`src/rtl/usb_crc16_pkg.sv`:
```
package usb_crc16_pkg;
  localparam int          CRC_W    = 16;
  localparam int          BYTE_W   = 8;
  localparam logic [15:0] CRC_POLY = 16'hA001;
  localparam logic [15:0] CRC_INIT = 16'hFFFF;
  localparam logic [15:0] CRC_GOOD = 16'hB001;
  localparam int          MIN_LEN  = 2;
endpackage

```
`src/rtl/usb_crc16_step.sv`:
```
// One byte of reflected CRC update, unrolled into DW shift stages.
module usb_crc16_step #(
  parameter int             CW   = 16,
  parameter int             DW   = 8,
  parameter logic [CW-1:0]  POLY = 16'hA001
) (
  input  logic [CW-1:0] crc_in,
  input  logic [DW-1:0] data_in,
  output logic [CW-1:0] crc_out
);
  logic [CW-1:0] stage [0:DW];

  assign stage[0] = crc_in ^ {{(CW-DW){1'b0}}, data_in};

  generate
    for (genvar i = 0; i < DW; i++) begin : g_shift
      assign stage[i+1] = (stage[i] >> 1) ^ (stage[i][0] ? POLY : '0);
    end
  endgenerate

  assign crc_out = stage[DW];

  // a zero table index leaves only the old high part shifted down
  always_comb begin
    if ((crc_in[DW-1:0] ^ data_in) == '0) begin
      zero_index_chk: assert (crc_out == (crc_in >> DW));
    end
  end
endmodule

```
`src/rtl/usb_crc16_accum.sv`:
```
// Holds the register and a one-beat-late pending byte; exposes the folded
// value that includes the pending byte and the current beat.
module usb_crc16_accum
  import usb_crc16_pkg::*;
#(
  parameter int MIN_BYTES = MIN_LEN,
  localparam int NW = $clog2(MIN_BYTES + 1)
) (
  input  logic              clk,
  input  logic              rst_n,
  input  logic              start,
  input  logic              byte_vld,
  input  logic [BYTE_W-1:0] byte_in,
  output logic [CRC_W-1:0]  fold_crc,
  output logic [NW-1:0]     fold_cnt
);
  logic [CRC_W-1:0]  crc_q;
  logic [BYTE_W-1:0] pend_q;
  logic              pend_vld_q;
  logic [NW-1:0]     cnt_q;

  logic [CRC_W-1:0]  late_out, base, eff_base, cur_out;
  logic [NW-1:0]     eff_cnt;

  usb_crc16_step #(.CW(CRC_W), .DW(BYTE_W), .POLY(CRC_POLY)) u_late (
    .crc_in(crc_q), .data_in(pend_q), .crc_out(late_out));

  assign base     = pend_vld_q ? late_out : crc_q;
  assign eff_base = start ? CRC_INIT : base;
  assign eff_cnt  = start ? '0 : cnt_q;

  usb_crc16_step #(.CW(CRC_W), .DW(BYTE_W), .POLY(CRC_POLY)) u_now (
    .crc_in(eff_base), .data_in(byte_in), .crc_out(cur_out));

  assign fold_crc = byte_vld ? cur_out : eff_base;

  always_comb begin
    fold_cnt = eff_cnt;
    if (byte_vld && eff_cnt != NW'(MIN_BYTES)) fold_cnt = eff_cnt + 1'b1;
  end

  always_ff @(posedge clk or negedge rst_n) begin
    if (!rst_n) begin
      crc_q      <= CRC_INIT;
      pend_q     <= '0;
      pend_vld_q <= 1'b0;
      cnt_q      <= '0;
    end else if (start || byte_vld) begin
      crc_q      <= eff_base;
      pend_q     <= byte_in;
      pend_vld_q <= byte_vld;
      cnt_q      <= fold_cnt;
    end
  end

  // a bare start leaves a fresh register and no pending byte
  start_clear_chk: assert property (@(posedge clk) disable iff (!rst_n)
    start && !byte_vld |=> crc_q == CRC_INIT && !pend_vld_q && cnt_q == '0);

  // byte count saturates at the minimum length
  count_sat_chk: assert property (@(posedge clk) disable iff (!rst_n)
    cnt_q <= NW'(MIN_BYTES));

  // idle beats leave the state untouched
  idle_hold_chk: assert property (@(posedge clk) disable iff (!rst_n)
    !start && !byte_vld |=> $stable(crc_q) && $stable(cnt_q) && $stable(pend_vld_q));
endmodule

```
`src/rtl/usb_crc16_check.sv`:
```
module usb_crc16_check
  import usb_crc16_pkg::*;
(
  input  logic        clk,
  input  logic        rst_n,
  input  logic        pkt_start,
  input  logic        in_valid,
  output logic        in_ready,
  input  logic [7:0]  in_data,
  input  logic        pkt_end,
  output logic        res_valid,
  output logic        res_pass,
  output logic [15:0] res_crc
);
  localparam int NW = $clog2(MIN_LEN + 1);

  logic [CRC_W-1:0] fold_crc;
  logic [NW-1:0]    fold_cnt;

  assign in_ready = 1'b1;

  usb_crc16_accum #(.MIN_BYTES(MIN_LEN)) u_acc (
    .clk(clk), .rst_n(rst_n), .start(pkt_start), .byte_vld(in_valid),
    .byte_in(in_data), .fold_crc(fold_crc), .fold_cnt(fold_cnt));

  always_ff @(posedge clk or negedge rst_n) begin
    if (!rst_n) begin
      res_valid <= 1'b0;
      res_pass  <= 1'b0;
      res_crc   <= CRC_INIT;
    end else begin
      res_valid <= pkt_end;
      if (pkt_end) begin
        res_crc  <= fold_crc;
        res_pass <= (fold_crc == CRC_GOOD) && (fold_cnt == NW'(MIN_LEN));
      end else begin
        res_pass <= 1'b0;
      end
    end
  end


  end_pulse_chk: assert property (@(posedge clk) disable iff (!rst_n)
    pkt_end |=> res_valid);

  no_spurious_chk: assert property (@(posedge clk) disable iff (!rst_n)
    !pkt_end |=> !res_valid);

  pass_residue_chk: assert property (@(posedge clk) disable iff (!rst_n)
    res_pass |-> res_valid && res_crc == CRC_GOOD);

  short_fail_chk: assert property (@(posedge clk) disable iff (!rst_n)
    pkt_end && fold_cnt != NW'(MIN_LEN) |=> !res_pass);
endmodule

```
`config.mk`:
```
export PLATFORM = sky130hd
export DESIGN_NAME = usb_crc16_check
export DESIGN_NICKNAME = d
export VERILOG_FILES = /design/src/rtl/usb_crc16_pkg.sv /design/src/rtl/usb_crc16_step.sv /design/src/rtl/usb_crc16_accum.sv /design/src/rtl/usb_crc16_check.sv
export SDC_FILE = /design/constraint.sdc
export NUM_CORES = 1
export LEC_CHECK = 0
export BUFFER_PORTS_ARGS = -buffer_cell sky130_fd_sc_hd__buf_4
export CORE_UTILIZATION = 45
export DETAILED_ROUTE_END_ITERATION = 10
export GPL_TIMING_DRIVEN = 1
export SLEW_MARGIN = 10
export SYNTH_ARGS = -nofsm -noshare
export SYNTH_HDL_FRONTEND = slang
export SYNTH_SLANG_ARGS = --single-unit
```
`constraint.sdc`:
```
create_clock -name clk -period 3.8 [get_ports clk]
set_input_delay 0.19 -clock clk [delete_from_list [all_inputs] [get_ports clk]]
set_output_delay 0.19 -clock clk [all_outputs]
set_load 0.02 [all_outputs]
```
==> metrics.md, run 1 <==
| Metric | Value |
|---|---|
| Crit Path Max Fanout | `13` |
| Largest family of logic cells by synthesized area | `XOR/XNOR gates` |
| Reg-to-reg slack, setup | `0.68 ns` |
| Synth top area cells | `dfstp_2 (30%), dfrtp_1 (12%), xnor2_1 (10%)` |
| Final wirelength | `6.59 mm` |
| Vias in the first global route | `2043` |
| Final Cell Area | `3260 um^2` |
| All-Layer GR Usage | `21.8%` |
| First-pass GRT wire length | `10.6 mm` |
| Slew Limit Fails | `0` |
| RSZ-0062 raised after global routing | `no` |
| Total gr overflow | `0` |
| Least-Margin Pin Slew | `0.594 ns` |
| Placed standard-cell area | `3130 um^2` |
| Crit path DAT | `3.30 ns` |
| Final Cycle Share | `82.0%` |
| H-tree levels | `2` |
| Synth Register Bits | `45` |
| Worst vdd ir | `0.422 mV` |
| DRT iter0 DRCs | `118` |
| Via count | `2106` |
| Netlist cell types | `53` |
| Setup ws final | `0.684 ns` |
| Main flop type after synthesis | `dfstp_2` |
| CTS sink cnt | `45` |
| Die Ht | `81.0 um` |
| Antenna-violating nets left | `0` |
| Core area | `5960 um^2` |
| Most common cell after layout, fill and taps aside | `buf_4` |
| Initial antenna violation count | `0` |
| Pin count of the biggest net entering global routing | `46` |
| Rows | `28` |
| Max-cap violations | `0` |
| Post-Syn Nets | `302` |
| Tightest Hold Check Type | `in2reg` |
| # IOs | `32` |
| Mux share of post-synthesis cell area | `3.16%` |
| Status | `complete, no violations` |
| Number of synthesized flops with an enable pin | `0` |
| Postcts setup bufs | `0` |
| Total chip power | `2.09 mW` |
| TritonCTS Buffers | `5` |
| Setup violators final | `0` |
| PD cells | `641 nW/um^2` |
| Share of layout cells above drive strength 1 | `30.8%` |
| Total die area | `6560 um^2` |
| Hpwl dp | `4.59 mm` |
| Clock transition time at the flip-flop clock pins of the worst setup and hold paths | `0.09 ns` |
| CTS tree | `done` |
| Initial Util | `47.1%` |
| Post-synthesis sequential area ratio | `41.5%` |
| Root buffer cell | `clkbuf_8` |
| Rel. slew slack | `60.1%` |
| XOR/XNOR Fraction of Synth Area | `19.1%` |
| Mapped Area | `2810 um^2` |
| Area Growth Syn to Fin | `16.1%` |
| WL/cell | `16.6 um` |
| Startpoint Class | `flop` |
| Hold wc startpoint | `in_data[7]` |
| Simple-gate area share of the yosys netlist | `14.8%` |
| Yosys top cell by area | `dfstp_2` |
| N_diodes | `0` |
| Via-to-Cell Ratio | `5.32` |
| Place WS | `0.721 ns` |
| Complex-gate fraction of the synthesized area | `17.4%` |
| Async SR Flop Fraction | `100%` |
| CP endpoint kind | `flop` |
| Final Hold Vio Count | `0` |
| R2r startpoint | `u_acc.pend_vld_q` |
| Port Buf Inserts | `30` |
| Most frequent cells in the layout | `buf_4 (41), nand2_1 (38), xnor2_1 (33)` |
| Adder-Cell Fraction of Synth Area | `0.446%` |
| Synth Warn # | `0` |
| Drt first pass iters | `4` |
| R2R Path End | `res_pass` |
| Worst skew pair latency | `0.30 ns` |
| Crit Path Class | `reg2reg` |
| Setup_tns | `0 ns` |
| Clk_skew | `0.00645 ns` |
| Cell count of the worst hold path | `3` |
| Worst hold path endpoint | `u_acc.pend_q[7]` |
| Syn_area_per_cell | `9.75 um^2` |
| Fmax | `321 MHz` |
| Layout Nets | `334` |
| GPL Wtd Cong | `0.798` |
| Synth top area share | `29.9%` |
| Worst Path Required | `3.99 ns` |
| Post-Synthesis Cells | `288` |
| Reg2reg path depth | `11` |
| Die X | `81.0 um` |
| DRC | `0` |
| Bufs on Longest Clock Path | `2` |
| Final min period | `3.12 ns` |
| Leak | `1.36 nW` |
sequential cells by signal, summed over array words and instances, names as in the netlist:
signal,flops
res_crc,16
res_pass,1
res_valid,1
u_acc.cnt_q,2
u_acc.crc_q,16
u_acc.pend_q,8
u_acc.pend_vld_q,1
synthesized netlist by cell type, types with 2 or more instances:
cell      count
a22o_1        3
a21o_1        2
nand2_1      38
a21oi_1      19
nand4_1       2
and2_1        2
nor2_1       29
nor2b_1       8
nand3_1       2
xnor2_2       2
inv_1         4
a211oi_1     11
o21a_1        3
o21ai_0      13
clkbuf_1     10
and3_1        3
dfrtp_1      13
a22oi_1       2
xnor2_1      33
dfstp_2      32
a211o_1       5
xnor3_1       4
xor2_1        7
a211oi_2      3
buf_1         4
mux2_2        7
cell type report:
type                    instances  area, um^2
flip-flops and latches         45        1170
well taps                      75        93.8
clock buffers                   7        86.3
multi-input cells             221        1550
inverters                       5        18.8
clock inverters                 1        30.0
fillers                       569        2700
repair buffers                 42         318
power by group:
part	total, mW	internal (mW)	switching [mW]
clock network	0.379	0.215	0.164
registers	0.702	0.633	0.0684
logic	1.01	0.495	0.515
total	2.09	1.34	0.747
per-layer routing:
metal	track usage, %	share of wire (%)
met4	3.93	0.71
met3	3.37	2.8
met1	31.3	50
met2	34.8	47
met5	0	0
worst max-delay path, cell delays in order (launching register included):
cell	delay [ns]
dfrtp_1	0.41
buf_4	0.19
and2_1	0.15
a211oi_1	0.20
buf_4	0.17
xnor2_1	0.17
xor2_1	0.27
xnor3_1	0.50
xnor3_1	0.38
nor2_1	0.05
xor2_1	0.17
a2111oi_2	0.35
kinds of logic after synthesis:
| family | Yosys count |
|---|---|
| buf+inv | 22 |
| simple gates | 91 |
| mux | 8 |
| xor+xnor | 49 |
| other cells | 1 |
| compound gates | 71 |
| flops | 45 |
| fa+ha+maj | 1 |
per-stage QoR:
stage          std cells  hold WS, ns  utilization (%)
4_1_cts              396       0.0946             54.7
5_1_grt              396        0.105             54.7
3_5_place_dp         387        0.230             52.6
2_1_floorplan        288       -0.106                -
6_report             396       0.0987             54.7
3_3_place_gp         387        0.230             52.6
how the worst max path moves through the flow:
stage | from | to | cells past startpoint
after floorplan | u_acc.pend_vld_q | res_pass | 9
after global placement | u_acc.crc_q[1] | res_pass | 9
after detailed placement | u_acc.pend_vld_q | res_pass | 11
after CTS | u_acc.pend_vld_q | res_pass | 11
after global routing | u_acc.pend_vld_q | res_pass | 11
final | u_acc.pend_vld_q | res_pass | 11
repair_timing:
action / CTS / global route
hold buffers: 1 / 0
hold endpoints to repair: 13 / 0
resized for setup: 0 / 0
No activity file was read; power rests on OpenSTA's default activity.
==> run 2, diff against run 1 <==
--- a/config.mk
+++ b/config.mk
@@ -5,10 +5,12 @@
 export SDC_FILE = /design/constraint.sdc
 export NUM_CORES = 1
 export LEC_CHECK = 0
+export ABC_AREA = 1
 export BUFFER_PORTS_ARGS = -buffer_cell sky130_fd_sc_hd__buf_4
 export CORE_UTILIZATION = 45
 export DETAILED_ROUTE_END_ITERATION = 10
 export GPL_TIMING_DRIVEN = 1
+export PLACE_DENSITY = 0.66
 export SLEW_MARGIN = 10
 export SYNTH_ARGS = -nofsm -noshare
 export SYNTH_HDL_FRONTEND = slang
==> constraint.sdc (replaced) <==
create_clock -name clk -period 2.6 [get_ports clk]
set_input_delay 0.13 -clock clk [delete_from_list [all_inputs] [get_ports clk]]
set_output_delay 0.13 -clock clk [all_outputs]
set_load 0.02 [all_outputs]
==> run 2 against run 1 <==
The run now ends with setup timing left; design area up 12%; critical path depth increased by 6; clock power increased by 17%; sequential cell count unchanged; sequential share of layout area decreased by 3.8 points; register-to-register slack lost 0.70 ns; cell count increased by 26%; synthesized cell count is 33% higher; critical path type unchanged; critical endpoint unchanged; highest routed layer unchanged.
==> metrics.md, run 2 <==
| Metric | Value |
|---|---|
| Number of synthesized flops with an enable pin | `0 (unchanged)` |
| H-tree levels | `2 (unchanged)` |
| Setup violators final | `1 (+1)` |
| Synth Warn # | `0 (unchanged)` |
| First-pass GRT wire length | `11.9 mm (+12%)` |
| Clk_skew | `0.0112 ns (+0.00475 ns)` |
| CP endpoint kind | `flop` |
| Pin count of the biggest net entering global routing | `46 (unchanged)` |
| Max-cap violations | `0 (unchanged)` |
| Tightest Hold Check Type | `in2reg` |
| Final Cycle Share | `101% (+19 points)` |
| GPL Wtd Cong | `0.892 (+12%)` |
| Reg-to-reg slack, setup | `-0.02 ns (-0.70 ns)` |
| Layout Nets | `436 (+31%)` |
| DRT iter0 DRCs | `92 (-22%)` |
| Most common cell after layout, fill and taps aside | `nand2_1` |
| Synth Register Bits | `45 (unchanged)` |
| Via count | `2588 (+23%)` |
| Total die area | `7130 um^2 (+8.7%)` |
| Share of layout cells above drive strength 1 | `39.7% (+8.9 points)` |
| Clock transition time at the flip-flop clock pins of the worst setup and hold paths | `0.09 ns (about the same)` |
| Drt first pass iters | `4 (unchanged)` |
| Final min period | `2.62 ns (-0.497 ns)` |
| Post-Syn Nets | `398 (+32%)` |
| RSZ-0062 raised after global routing | `yes` |
| Hpwl dp | `5.34 mm (+16%)` |
| Main flop type after synthesis | `dfstp_2` |
| Die Ht | `84.5 um (+4.3%)` |
| Area Growth Syn to Fin | `19.5%` |
| Most frequent cells in the layout | `nand2_1 (103), buf_4 (44), dfstp_2 (32)` |
| Crit path DAT | `2.87 ns (-0.43 ns)` |
| Place WS | `-0.0327 ns (-0.754 ns)` |
| Total gr overflow | `0 (unchanged)` |
| Post-layout util | `56.6% (+1.9 points)` |
| Least-Margin Pin Slew | `0.617 ns (+0.0234 ns)` |
| Synth top area share | `27.5% (-2.5 points)` |
| Failing checks | `setup timing` |
| Post-synthesis sequential area ratio | `38.1% (-3.4 points)` |
| Vias in the first global route | `2509 (+23%)` |
| DRC | `0 (unchanged)` |
| Worst Setup SP | `u_acc.crc_q[2]` |
| Largest registers | `res_crc: 16 flops, u_acc.crc_q: 16 flops, u_acc.pend_q: 8 flops` |
| Count leader, synth | `nand2_1` |
| Fill cells | `613 (+7.7%)` |
| Root buffer cell | `clkbuf_8` |
| Syn_area_per_cell | `7.97 um^2 (-18%)` |
| Initial antenna violation count | `0 (unchanged)` |
| Bufs on Longest Clock Path | `2 (unchanged)` |
| Synth top area cells | `dfstp_2 (27%), nand2_1 (13%), dfrtp_1 (11%)` |
| Die X | `84.5 um (+4.3%)` |
| Async SR Flop Fraction | `100% (unchanged)` |
| Rows | `29 (+3.6%)` |
| Setup ws final | `-0.0191 ns (-0.703 ns)` |
| # IOs | `32 (unchanged)` |
| Worst Path Required | `2.85 ns (-1.14 ns)` |
| Slew Limit Fails | `0 (unchanged)` |
| Leak | `1.75 nW (+29%)` |
| Port Buf Inserts | `30 (unchanged)` |
| R2r startpoint | `u_acc.crc_q[2]` |
| Status | `finished, violations left` |
| Startpoint Class | `flop` |
| Final Hold Vio Count | `0 (unchanged)` |
| Yosys top cell by area | `dfstp_2` |
| All-Layer GR Usage | `21.5% (-0.23 points)` |
| PD cells | `753 nW/um^2 (+17%)` |
| Worst vdd ir | `0.440 mV (+4.2%)` |
| CTS tree | `done` |
| Most frequent cells after synthesis | `nand2_1 (110), dfstp_2 (32), inv_1 (27)` |
| Hold wc startpoint | `in_data[5]` |
| Core area | `6460 um^2 (+8.4%)` |
| Initial Util | `47.4% (+0.22 points)` |
| Antenna-violating nets left | `0 (unchanged)` |
| Via-to-Cell Ratio | `5.18 (-2.7%)` |
| WL/cell | `14.9 um (-11%)` |
| Rel. slew slack | `58.8% (-1.3 points)` |
| CTS sink cnt | `45 (unchanged)` |
| Crit Path Class | `reg2reg` |
| Worst skew pair latency | `0.31 ns (about the same)` |
| TritonCTS Buffers | `5 (unchanged)` |
| N_diodes | `0 (unchanged)` |
| Netlist cell types | `37 (-30%)` |
| Min Hold Slack | `0.0414 ns (-0.0573 ns)` |
| Mapped Area | `3060 um^2 (+9.0%)` |
| Crit Path Max Fanout | `4 (-9)` |
| Final wirelength | `7.43 mm (+13%)` |
| Post-Synthesis Cells | `384 (+33%)` |
| Fmax | `382 MHz (+19%)` |
run 2: cell count changes after synthesis, moves of 6 or more:
cell	previous run	this run
nand2_1	38	110
o21ai_0	13	25
mux2_2	7	0
nor2_1	29	23
inv_2	0	7
nor2b_1	8	0
nand3_2	0	16
xnor2_1	33	5
inv_1	4	27
nand3_1	2	24
a211oi_1	11	0
nand2_2	0	19
run 2: worst paths after layout:
kind                               endpoint  depth (start not counted)
max                                res_pass                         17
min                         u_acc.pend_q[5]                          3
max reg2reg                        res_pass                         17
min reg2reg                      res_crc[5]                          2
max in group asynchronous  u_acc.pend_vld_q                          2
min in group asynchronous  u_acc.pend_vld_q                          2
run 2: layout make-up:
type / count / area, um^2 / area share, %
multi-input combinational: 289 / 1830 / 50.1
clock buffer: 6 / 72.6 / 1.99
timing repair buffer: 45 / 340 / 9.31
sequential: 45 / 1170 / 31.9
tap: 77 / 96.3 / 2.64
inverter: 36 / 139 / 3.80
clock inverter: 2 / 10.0 / 0.274
run 2: cell families (layout without fill, tap and decap cells):
| family | count (synthesis) | after routing | synth area share (%) |
|---|---|---|---|
| other | 1 | 1 | 0.123 |
| flip-flops | 45 | 45 | 38.1 |
| buffers and inverters | 50 | 89 | 8.34 |
| XOR/XNOR | 24 | 24 | 9.45 |
| adder cells (fa/ha/maj) | 1 | 1 | 0.409 |
| AO/OA/AOI/OAI | 57 | 57 | 10.2 |
| AND/OR/NAND/NOR | 206 | 206 | 33.4 |
run 2: critical path, stage by stage (launching register included):
cell and delay, ns:
dfstp_2 0.57, inv_2 0.05, nand2_1 0.07, nand2_2 0.07, buf_4 0.14, o21ai_0 0.25
o211ai_1 0.29, nand2_1 0.17, nand2_1 0.06, nor2_1 0.13, nand4_1 0.17, nor2_4 0.13
nand3_2 0.08, nor2_1 0.10, nand2_1 0.05, nor2_1 0.09, nand2_1 0.07, nor2_2 0.07
run 2: what timing repair did:
item / CTS / global route
pin swaps: 0 / 14
gates resized for setup: 1 / 38
setup endpoints to repair: 2 / 5
hold buffers: 1 / 0
endpoints found under the hold margin: 13 / 0
setup buffers: 1 / 3
run 2: power breakdown:
| part | internal (mW) | switching, mW |
|---|---|---|
| clock network | 0.187 | 0.255 |
| registers | 0.879 | 0.0847 |
| logic | 0.506 | 0.841 |
| total | 1.57 | 1.18 |
run 2: per-stage QoR:
stage / TNS [ns] / instance area [um^2] / power (mW) / cells
after floorplan: 0 / 3060 / 1.83 / 384
after global placement: -0.0190 / 3340 / 2.11 / 487
after detailed placement: -0.0327 / 3340 / 2.12 / 487
after CTS: 0 / 3440 / 2.60 / 497
after global routing: -0.369 / 3650 / 2.92 / 500
final: -0.0191 / 3650 / 2.75 / 500
run 2: metal layers:
layer | vias up | share of wire (%) | GRT usage (%)
li1 | 1294 | - | -
met1 | 1231 | 45 | 27.6
met2 | 49 | 50 | 36.7
met3 | 14 | 3.6 | 3.83
met4 | 0 | 2.0 | 7.86
met5 | - | 0 | 0
